--- src/rtl/segscan_pkg.sv ---
package segscan_pkg;

    localparam int WORD_W = 16;
    localparam int BYTE_W = 8;

    typedef enum logic [1:0] {
        MODE_IDLE  = 2'd0,
        MODE_SHIFT = 2'd1,
        MODE_LATCH = 2'd2
    } scan_mode_e;

    // Segment pattern {g,f,e,d,c,b,a}, lit = 1
    function automatic logic [6:0] hex_to_seg(input logic [3:0] code);
        logic [6:0] pat;
        case (code)
            4'h0: pat = 7'h3F;
            4'h1: pat = 7'h06;
            4'h2: pat = 7'h5B;
            4'h3: pat = 7'h4F;
            4'h4: pat = 7'h66;
            4'h5: pat = 7'h6D;
            4'h6: pat = 7'h7D;
            4'h7: pat = 7'h07;
            4'h8: pat = 7'h7F;
            4'h9: pat = 7'h6F;
            4'hA: pat = 7'h77;
            4'hB: pat = 7'h7C;
            4'hC: pat = 7'h39;
            4'hD: pat = 7'h5E;
            4'hE: pat = 7'h79;
            default: pat = 7'h71;
        endcase
        return pat;
    endfunction

endpackage

--- src/rtl/segscan_sequencer.sv ---
module segscan_sequencer #(
    parameter int NDIG     = 6,
    parameter int SLOT_CYC = 8333,
    parameter int DIG_W    = (NDIG > 1) ? $clog2(NDIG) : 1,
    parameter int CNT_W    = $clog2(SLOT_CYC)
) (
    input  logic             clk,
    input  logic             rst_n,
    output logic [DIG_W-1:0] dig_o,
    output logic             load_o
);

    typedef struct packed {
        logic [CNT_W-1:0] cnt;
        logic [DIG_W-1:0] dig;
    } seq_t;

    seq_t s_d, s_q;

    always_comb begin
        s_d = s_q;
        if (s_q.cnt == CNT_W'(SLOT_CYC - 1)) begin
            s_d.cnt = '0;
            s_d.dig = (s_q.dig == DIG_W'(NDIG - 1)) ? '0 : s_q.dig + 1'b1;
        end else begin
            s_d.cnt = s_q.cnt + 1'b1;
        end
    end

    always_ff @(posedge clk) begin
        if (!rst_n) s_q <= '0;
        else        s_q <= s_d;
    end

    assign dig_o  = s_q.dig;
    assign load_o = (s_q.cnt == '0);

endmodule

--- src/rtl/segscan_glyph.sv ---
module segscan_glyph
    import segscan_pkg::*;
#(
    parameter int NDIG       = 6,
    parameter int DIG_W      = (NDIG > 1) ? $clog2(NDIG) : 1,
    parameter bit LSB_FIRST  = 1'b0,
    parameter bit SEG_ON_LOW = 1'b1,
    parameter bit SEL_ON_LOW = 1'b0
) (
    input  logic [NDIG*4-1:0] digits_i,
    input  logic [NDIG-1:0]   dp_mask_i,
    input  logic [DIG_W-1:0]  dig_i,
    output logic [WORD_W-1:0] word_o
);

    logic [3:0]        code;
    logic [BYTE_W-1:0] seg_raw, sel_raw, seg_pol, sel_pol;
    logic [WORD_W-1:0] natural_w;

    assign code    = digits_i[int'(dig_i)*4 +: 4];
    assign seg_raw = {dp_mask_i[dig_i], hex_to_seg(code)};

    for (genvar i = 0; i < BYTE_W; i++) begin : g_sel
        if (i < NDIG) begin : g_used
            assign sel_raw[i] = (dig_i == DIG_W'(i));
        end else begin : g_unused
            assign sel_raw[i] = 1'b0;
        end
    end

    assign seg_pol   = SEG_ON_LOW ? ~seg_raw : seg_raw;
    assign sel_pol   = SEL_ON_LOW ? ~sel_raw : sel_raw;
    assign natural_w = {seg_pol, sel_pol};

    // word_o[WORD_W-1] is the first bit on the line
    if (LSB_FIRST) begin : g_rev
        for (genvar k = 0; k < WORD_W; k++) begin : g_bit
            assign word_o[k] = natural_w[WORD_W-1-k];
        end
    end else begin : g_fwd
        assign word_o = natural_w;
    end

endmodule

--- src/rtl/segscan_serializer.sv ---
module segscan_serializer
    import segscan_pkg::*;
#(
    parameter int SCLK_DIV = 4,
    parameter int PH_W     = (SCLK_DIV > 1) ? $clog2(SCLK_DIV) : 1
) (
    input  logic              clk,
    input  logic              rst_n,
    input  logic              load_i,
    input  logic [WORD_W-1:0] word_i,
    output logic              sdat_o,
    output logic              sclk_o,
    output logic              latch_o
);

    localparam logic [PH_W-1:0] PH_LAST = PH_W'(SCLK_DIV - 1);
    localparam logic [PH_W-1:0] PH_HIGH = PH_W'(SCLK_DIV / 2);

    typedef struct packed {
        scan_mode_e        mode;
        logic [PH_W-1:0]   ph;
        logic [3:0]        bidx;
        logic [WORD_W-1:0] word;
        logic              sdat;
        logic              sclk;
        logic              latch;
    } ser_t;

    ser_t r_d, r_q;

    always_comb begin
        r_d       = r_q;
        r_d.sdat  = (r_q.mode == MODE_SHIFT) && r_q.word[WORD_W-1];
        r_d.sclk  = (r_q.mode == MODE_SHIFT) && (r_q.ph >= PH_HIGH);
        r_d.latch = (r_q.mode == MODE_LATCH);
        case (r_q.mode)
            MODE_SHIFT: begin
                if (r_q.ph == PH_LAST) begin
                    r_d.ph   = '0;
                    r_d.word = {r_q.word[WORD_W-2:0], 1'b0};
                    if (r_q.bidx == 4'(WORD_W - 1)) r_d.mode = MODE_LATCH;
                    else                            r_d.bidx = r_q.bidx + 1'b1;
                end else begin
                    r_d.ph = r_q.ph + 1'b1;
                end
            end
            MODE_LATCH: begin
                if (r_q.ph == PH_LAST) begin
                    r_d.ph   = '0;
                    r_d.mode = MODE_IDLE;
                end else begin
                    r_d.ph = r_q.ph + 1'b1;
                end
            end
            default: ;
        endcase
        if (load_i) begin
            r_d.mode = MODE_SHIFT;
            r_d.ph   = '0;
            r_d.bidx = '0;
            r_d.word = word_i;
        end
    end

    always_ff @(posedge clk) begin
        if (!rst_n) r_q <= '{mode: MODE_IDLE, default: '0};
        else        r_q <= r_d;
    end

    assign sdat_o  = r_q.sdat;
    assign sclk_o  = r_q.sclk;
    assign latch_o = r_q.latch;

endmodule

--- src/rtl/segscan_drv.sv ---
module segscan_drv
    import segscan_pkg::*;
#(
    parameter int NDIG       = 6,
    parameter int SCLK_DIV   = 4,
    parameter int SLOT_CYC   = 8333,
    parameter bit LSB_FIRST  = 1'b0,
    parameter bit SEG_ON_LOW = 1'b1,
    parameter bit SEL_ON_LOW = 1'b0
) (
    input  logic              clk,
    input  logic              rst_n,
    input  logic [NDIG*4-1:0] digits_i,
    input  logic [NDIG-1:0]   dp_mask_i,
    output logic              ser_data_o,
    output logic              ser_clk_o,
    output logic              ser_latch_o
);

    localparam int DIG_W = (NDIG > 1) ? $clog2(NDIG) : 1;

    logic [DIG_W-1:0]  scan_dig;
    logic              slot_load;
    logic [WORD_W-1:0] slot_word;

    segscan_sequencer #(
        .NDIG     (NDIG),
        .SLOT_CYC (SLOT_CYC),
        .DIG_W    (DIG_W)
    ) u_seq (
        .clk    (clk),
        .rst_n  (rst_n),
        .dig_o  (scan_dig),
        .load_o (slot_load)
    );

    segscan_glyph #(
        .NDIG       (NDIG),
        .DIG_W      (DIG_W),
        .LSB_FIRST  (LSB_FIRST),
        .SEG_ON_LOW (SEG_ON_LOW),
        .SEL_ON_LOW (SEL_ON_LOW)
    ) u_glyph (
        .digits_i  (digits_i),
        .dp_mask_i (dp_mask_i),
        .dig_i     (scan_dig),
        .word_o    (slot_word)
    );

    segscan_serializer #(
        .SCLK_DIV (SCLK_DIV)
    ) u_ser (
        .clk     (clk),
        .rst_n   (rst_n),
        .load_i  (slot_load),
        .word_i  (slot_word),
        .sdat_o  (ser_data_o),
        .sclk_o  (ser_clk_o),
        .latch_o (ser_latch_o)
    );

endmodule

--- config.mk ---
export PLATFORM = sky130hd
export DESIGN_NAME = segscan_drv
export DESIGN_NICKNAME = d
export VERILOG_FILES = /design/src/rtl/segscan_pkg.sv /design/src/rtl/segscan_sequencer.sv /design/src/rtl/segscan_glyph.sv /design/src/rtl/segscan_serializer.sv /design/src/rtl/segscan_drv.sv
export SDC_FILE = /design/constraint.sdc
export NUM_CORES = 1
export LEC_CHECK = 0
export ABC_AREA = 1
export BUFFER_PORTS_ARGS = -buffer_cell sky130_fd_sc_hd__buf_2
export CORE_MARGIN = 2
export CORE_UTILIZATION = 45
export CTS_CLUSTER_DIAMETER = 30
export DETAILED_ROUTE_END_ITERATION = 10
export PLACE_DENSITY = 0.67
export SYNTH_ARGS = -nofsm -noshare
export SYNTH_HDL_FRONTEND = slang
export SYNTH_SLANG_ARGS = --single-unit
--- constraint.sdc ---
create_clock -name clk -period 2.2 [get_ports clk]
set_input_delay 0.22 -clock clk [delete_from_list [all_inputs] [get_ports clk]]
set_output_delay 0.22 -clock clk [all_outputs]
set_load 0.01 [all_outputs]
# --- Word-level counts from Yosys, hierarchy flattened ---
# Memories as Yosys holds them, arrays and structs flattened.
# Index checks and enable logic that the tools add are counted.
op_classes:
  add_sub_neg: 4
  magnitude_cmp: 2
  n_eq_ne: 16
  shift: 1
  n_mux: 12
  bitwise_logic: 3
  reduce_logical: 15
ops:
  columns: ["operator", "count"]
  rows:
  - ["$mux W20", 2]
  - ["$shiftx A24 B6 Y4", 1]
  - ["$mux W23", 1]
  - ["$add A14 B1 Y14 const B", 1]
  - ["$eq A14 B14 Y1 const B", 1]
  - ["$logic_not A14 Y1", 1]
  - ["$ne A3 B3 Y1 const B", 3]
  - ["$mux W2", 4]
  - ["$not A8 Y8", 1]
  - ["$pmux W4 S2", 1]
  - ["$reduce_and A4 Y1", 2]
  - ["$eq A3 B2 Y1 const B", 2]
  - ["$eq A3 B3 Y1 const B", 2]
  - ["$ne A2 B2 Y1 const B", 3]
  - ["$reduce_bool A2 Y1", 3]
  - ["$add A4 B1 Y4 const B", 1]
  - ["$eq A2 B2 Y1 const B", 2]
  - ["$eq A4 B4 Y1 const B", 1]
  - ["$lt A3 B4 Y1 const B", 1]
  - ["$mux W4", 1]
  - ["$reduce_and A2 Y1", 2]
  - ["$reduce_or A2 Y1", 2]
  - ["$add A3 B1 Y3 const B", 1]
  - ["$bmux W1 S3", 1]
  - ["other kinds (11)", 13]
word_totals:
  reg_bits: 44
  rom_bits: 112
  input_bits: 32
  output_inout_bits: 3
  elab_cells: 65
  n_memories: 1
mem_list:
  columns: ["name", "depth", "word_bits", "rd", "rd_ports_with_merged_regs", "wr", "line", "source"]
  rows:
  - ["(no name shown)", 16, 7, 1, 0, 0, "segscan_pkg.sv:15", "case (code)"]

# --- Logic depth before layout (Yosys ltp) ---
depth:
  word_depth: 5
  ltp_mapped: 15
  ltp_nobuf: 15

# --- Hierarchy ---
# From an unflattened synthesis, not the netlist that was laid out.
unflattened:
  hier_cells: 430
  area_unflattened_um2: 3010.4
by_module_without_submodules:
  columns: ["mod", "n_inst", "cells_each", "area_per_inst_um2", "seq_area_each_um2"]
  rows:
  - ["segscan_serializer", 1, 165, 1295.0, 540.5]
  - ["segscan_sequencer", 1, 135, 952.2, 340.3]
  - ["segscan_glyph", 1, 130, 763.2, 0.0]

# --- Worst setup path before layout ---
# Ideal clock, no wire load.
synth_path:
  path_kind: "flip-flop to flip-flop"
  start: "register u_seq.s_q, in the netlist u_seq.dig_o[2]"
  end: "register u_ser.r_q[14] (netlist bit)"
  arrival_time_ps: 1655
  slack_ps: 427
  stages_incl_launch_ff: 13
  cell_sequence: "dfxtp_1 > inv_2 > clkbuf_1 > nand2_1 > nand2_1 > clkinv_1 > ha_1 > inv_1 > nand3_1 > nand3_1 > nand2_1 > nor2_1 > nor2_1"
synth_via:
  elab_chain_cells: 4
synth_rtl:
  columns: ["element", "line", "source"]
  rows:
  - ["start, declared", "segscan_sequencer.sv:18", "seq_t s_d, s_q;"]
  - ["start signal, assigned", "segscan_sequencer.sv:31", "if (!rst_n) s_q <= '0;"]
  - ["start signal, assigned", "segscan_sequencer.sv:32", "else s_q <= s_d;"]
  - ["$shiftx A24 B6 Y4", "segscan_glyph.sv:20", "assign code = digits_i[int'(dig_i)*4 +: 4];"]
  - ["$mem_v2 Z16 W7", null, null]
  - ["$not A8 Y8", "segscan_glyph.sv:31", "assign seg_pol = SEG_ON_LOW ? ~seg_raw : seg_raw;"]
  - ["$mux W23", "segscan_serializer.sv:57", "if (load_i) begin"]
  - ["end signal, assigned", "segscan_serializer.sv:67", "else r_q <= r_d;"]
  - ["end, declared", "segscan_serializer.sv:29", "ser_t r_d, r_q;"]
# No other way between the ends.
# A chain may end at the register's enable or synchronous reset.

# --- Final worst setup path ---
layout_path:
  start: "register u_seq.s_q, in the netlist u_seq.dig_o[0]"
  end: "register u_ser.r_q[16] (netlist bit)"
# The elaborated chain is that of the path after synthesis.

==> results.yml <==
route:
  dr_total_vias: 2613
  antenna_violating_nets_post_route: 0
  detail_route.vias_per_cell: 4.987
  routedWlPerCell_um: 11.37
  initialDrtViolationCount: 100
  drt_drc_violations_left: 0
  drt-pass1-iter-count: 4
  wl_um: 5960
clocking:
  cts_htree_levels: 2
  clock_slew_at_reported_path_ffs_ns: 0.09
  cts_num_sinks: 44
  insertion_delay_ns: 0.30
  tritoncts: "done"
  cts.root.buffer_cell: "sky130_fd_sc_hd__clkbuf_8"
  tritoncts.num_buffers: 5
  buffer_levels_on_the_longest_clock_path: 2
  post-cts-setup-buffers: 0
pwr:
  peakVddDrop_mv: 0.3572
  p_leak_nw: 1.456
  power_density_nw_per_um2: 571.1
  totalPowerFinal_w: 0.001728
layout:
  layout.cell_area.non_filler_sq_um: 3025
  final_layout_size_suffix_gt1_frac: 0.1549
  regArea_sq_um: 882.1
  design.final.nets: 497
  area_of_the_multi_input_gates_sq_um: 1530
  n_antenna_cell: 0
  final_common_cell: "sky130_fd_sc_hd__nand2_1"
  finalNonFillerCells: 524
  fillerInstances: 575
  layout.cells.most_common_list: "sky130_fd_sc_hd__nand2_1 (113), sky130_fd_sc_hd__nor2_1 (49), sky130_fd_sc_hd__inv_1 (44)"
  area_growth_syn_to_layout_pct: 13.84
global_route:
  number_of_antenna_violations_at_the_first_check_in_global_routing: 0
  globalRoute.totalOverflow: 0
  pin_count_of_the_biggest_net_entering_global_routing: 16
  grt.total_usage: 0.2030
  global_route_wire_length_before_repair_um: 10380
  grt_pass1_vias: 2519
synth:
  ys_ff_latch: 44
  synth_nets: 459
  yosys.cell_types.count: 35
  ys_async_rst_share: 0
  ys_warn_count: 0
  sequential_area_share_after_synthesis: 0.3315
  syn_avg_cell_area_sq_um: 6.435
  syn_area_sq_um: 2658
  synth_top_flop_cell: "sky130_fd_sc_hd__dfxtp_1"
  synth_edf_count: 0
  syn_inst: 413
run:
  timing.max_cap.violations: 0
sta:
  tightestPinTransition_ns: 0.4648
  worst_slew_margin_rel: 0.6894
  setup_total_negative_slack_ns: 0
  clock-skew-final_ns: 0.007733
  final_max_slew_viol_count: 0
  setup_viol_count_final: 0
  grt_setup_unrepaired: "false"
  final_min_period_over_clock_period: 0.8740
  fin_crit_ns: 1.923
  finalHoldViolations: 0
  fmax_ghz: 0.5201
placement:
  dp_hpwl_um: 4640
  numPlacedInstances: 516
  finalWeightedCongestion: 0.9053
  placedInstanceArea_sq_um: 2909
  numPortBuffers: 34
floorplan:
  ioPinCount: 35
  rows: 27
  initial_core_util: 0.4739
  die_area_sq_um: 6537
  fp.dieW_um: 80.85
  core_region_area_sq_um: 5608
  die_y_um: 80.85
critical_path:
  worst-endpoint-required_ns: 2.40
  data_arrival_time_of_the_critical_path_ns: 2.12
  critPathKind: "reg -> reg"
  endpoint_kind: "flip-flop"
  worstSetupStartpointType: "flip-flop"
  largest_fanout_on_the_critical_path: 12
worst_hold_path:
  hold_path_class: "in -> reg"
outcome:
  status: "finished, final reports clean"
-- stage by stage --
step | util | hold slack (ns) | setup WS, ns
6_report | 0.5395 | 0.3134 | 0.2771
5_1_grt | 0.5395 | 0.3153 | 0.05076
4_1_cts | 0.5393 | 0.3058 | 0.08786
3_5_place_dp | 0.5187 | 0.4380 | 0.09731
3_3_place_gp | 0.5187 | 0.4349 | 0.1284
2_1_floorplan | - | 0.3562 | 0.4269
-- state kept, by name (all words and copies together) (netlist names) --
register,flops
u_ser.r_q,24
u_seq.s_q,14
u_seq.dig_o,3
u_ser.latch_o,1
u_ser.sclk_o,1
u_ser.sdat_o,1
-- timing repair --
| item | in CTS | in global routing |
|---|---|---|
| setup endpoints to repair | 0 | 7 |
| resized for setup | 0 | 2 |
| hold buffers | 0 | 0 |
-- layout make-up --
class / count / area share
inverters: 55 / 0.06865
clock buffers: 5 / 0.02275
multi-input cells: 307 / 0.5058
flip-flops and latches: 44 / 0.2916
clock inverters: 3 / 0.01530
repair buffers: 38 / 0.06617
well taps: 72 / 0.02978
-- synthesized netlist by cell type, types with 2 or more instances --
master	instances	area (sq um)
sky130_fd_sc_hd__inv_1	44	165.2
sky130_fd_sc_hd__o21ai_0	15	75.07
sky130_fd_sc_hd__inv_2	7	26.28
sky130_fd_sc_hd__ha_1	14	175.2
sky130_fd_sc_hd__xor2_1	2	17.52
sky130_fd_sc_hd__nand3_1	31	155.2
sky130_fd_sc_hd__nand2_1	113	424.2
sky130_fd_sc_hd__o21ai_1	6	30.03
sky130_fd_sc_hd__o211ai_1	7	52.55
sky130_fd_sc_hd__nand2_2	8	50.05
sky130_fd_sc_hd__a21oi_1	27	135.1
sky130_fd_sc_hd__clkbuf_1	4	15.01
sky130_fd_sc_hd__dfxtp_1	44	880.8
sky130_fd_sc_hd__o21a_1	3	22.52
sky130_fd_sc_hd__nor3b_1	4	30.03
sky130_fd_sc_hd__nand4_1	2	12.51
sky130_fd_sc_hd__nor2_2	3	18.77
sky130_fd_sc_hd__nor2_1	49	183.9
sky130_fd_sc_hd__nor3_1	12	60.06
sky130_fd_sc_hd__clkinv_1	3	11.26
-- metal layers --
metal  track usage  vias to the layer above  share of wire
met5             0                        -              0
li1              -                     1405              -
met2        0.3669                       35           0.51
met1        0.2397                     1171           0.46
met3       0.04111                        2          0.029
met4       0.06441                        0         0.0055
-- power breakdown --
group / total (W) / leakage, nW / internal, W / switching, W
clock network: 0.000637 / 0.0548 / 0.000342 / 0.000295
registers: 0.000847 / 0.358 / 0.000829 / 0.0000182
logic: 0.000244 / 1.04 / 0.0000905 / 0.000153
total: 0.00173 / 1.46 / 0.00126 / 0.000466
-- worst max-delay path, stage by stage (launching register included) --
cell and delay (ns):
sky130_fd_sc_hd__dfxtp_2 0.47, sky130_fd_sc_hd__inv_2 0.13, sky130_fd_sc_hd__nand2_1 0.14, sky130_fd_sc_hd__inv_1 0.08, sky130_fd_sc_hd__nand2_1 0.06, sky130_fd_sc_hd__nand3_1 0.07, sky130_fd_sc_hd__nand2_1 0.06, sky130_fd_sc_hd__nand2_1 0.11
sky130_fd_sc_hd__inv_2 0.12, sky130_fd_sc_hd__ha_1 0.16, sky130_fd_sc_hd__inv_1 0.05, sky130_fd_sc_hd__o21ai_0 0.15, sky130_fd_sc_hd__nor2_1 0.06, sky130_fd_sc_hd__nor2_1 0.12, sky130_fd_sc_hd__nor2_1 0.05
-- cell families after synthesis --
family,count (synthesis),synth area share
AOI/OAI and AO/OA,63,0.1337
xor gates and xnor gates,2,0.006593
adders and majority gates,14,0.06591
buffers and inverters,62,0.09275
DFF,44,0.3314
and+or+nand+nor,228,0.3696
-- path summary, 6_finish.rpt --
check / from / to / slack [ns] / cells past startpoint
setup / recovery: u_seq.dig_o[0] / u_ser.r_q[16] / 0.28 / 14
setup reg to reg: u_seq.dig_o[0] / u_ser.r_q[16] / 0.28 / 14
hold reg to reg: u_ser.r_q[18] / u_ser.sdat_o / 0.45 / 2
hold / removal: rst_n / u_ser.latch_o / 0.31 / 3
Note: power is estimated with default switching activity, not from simulation.
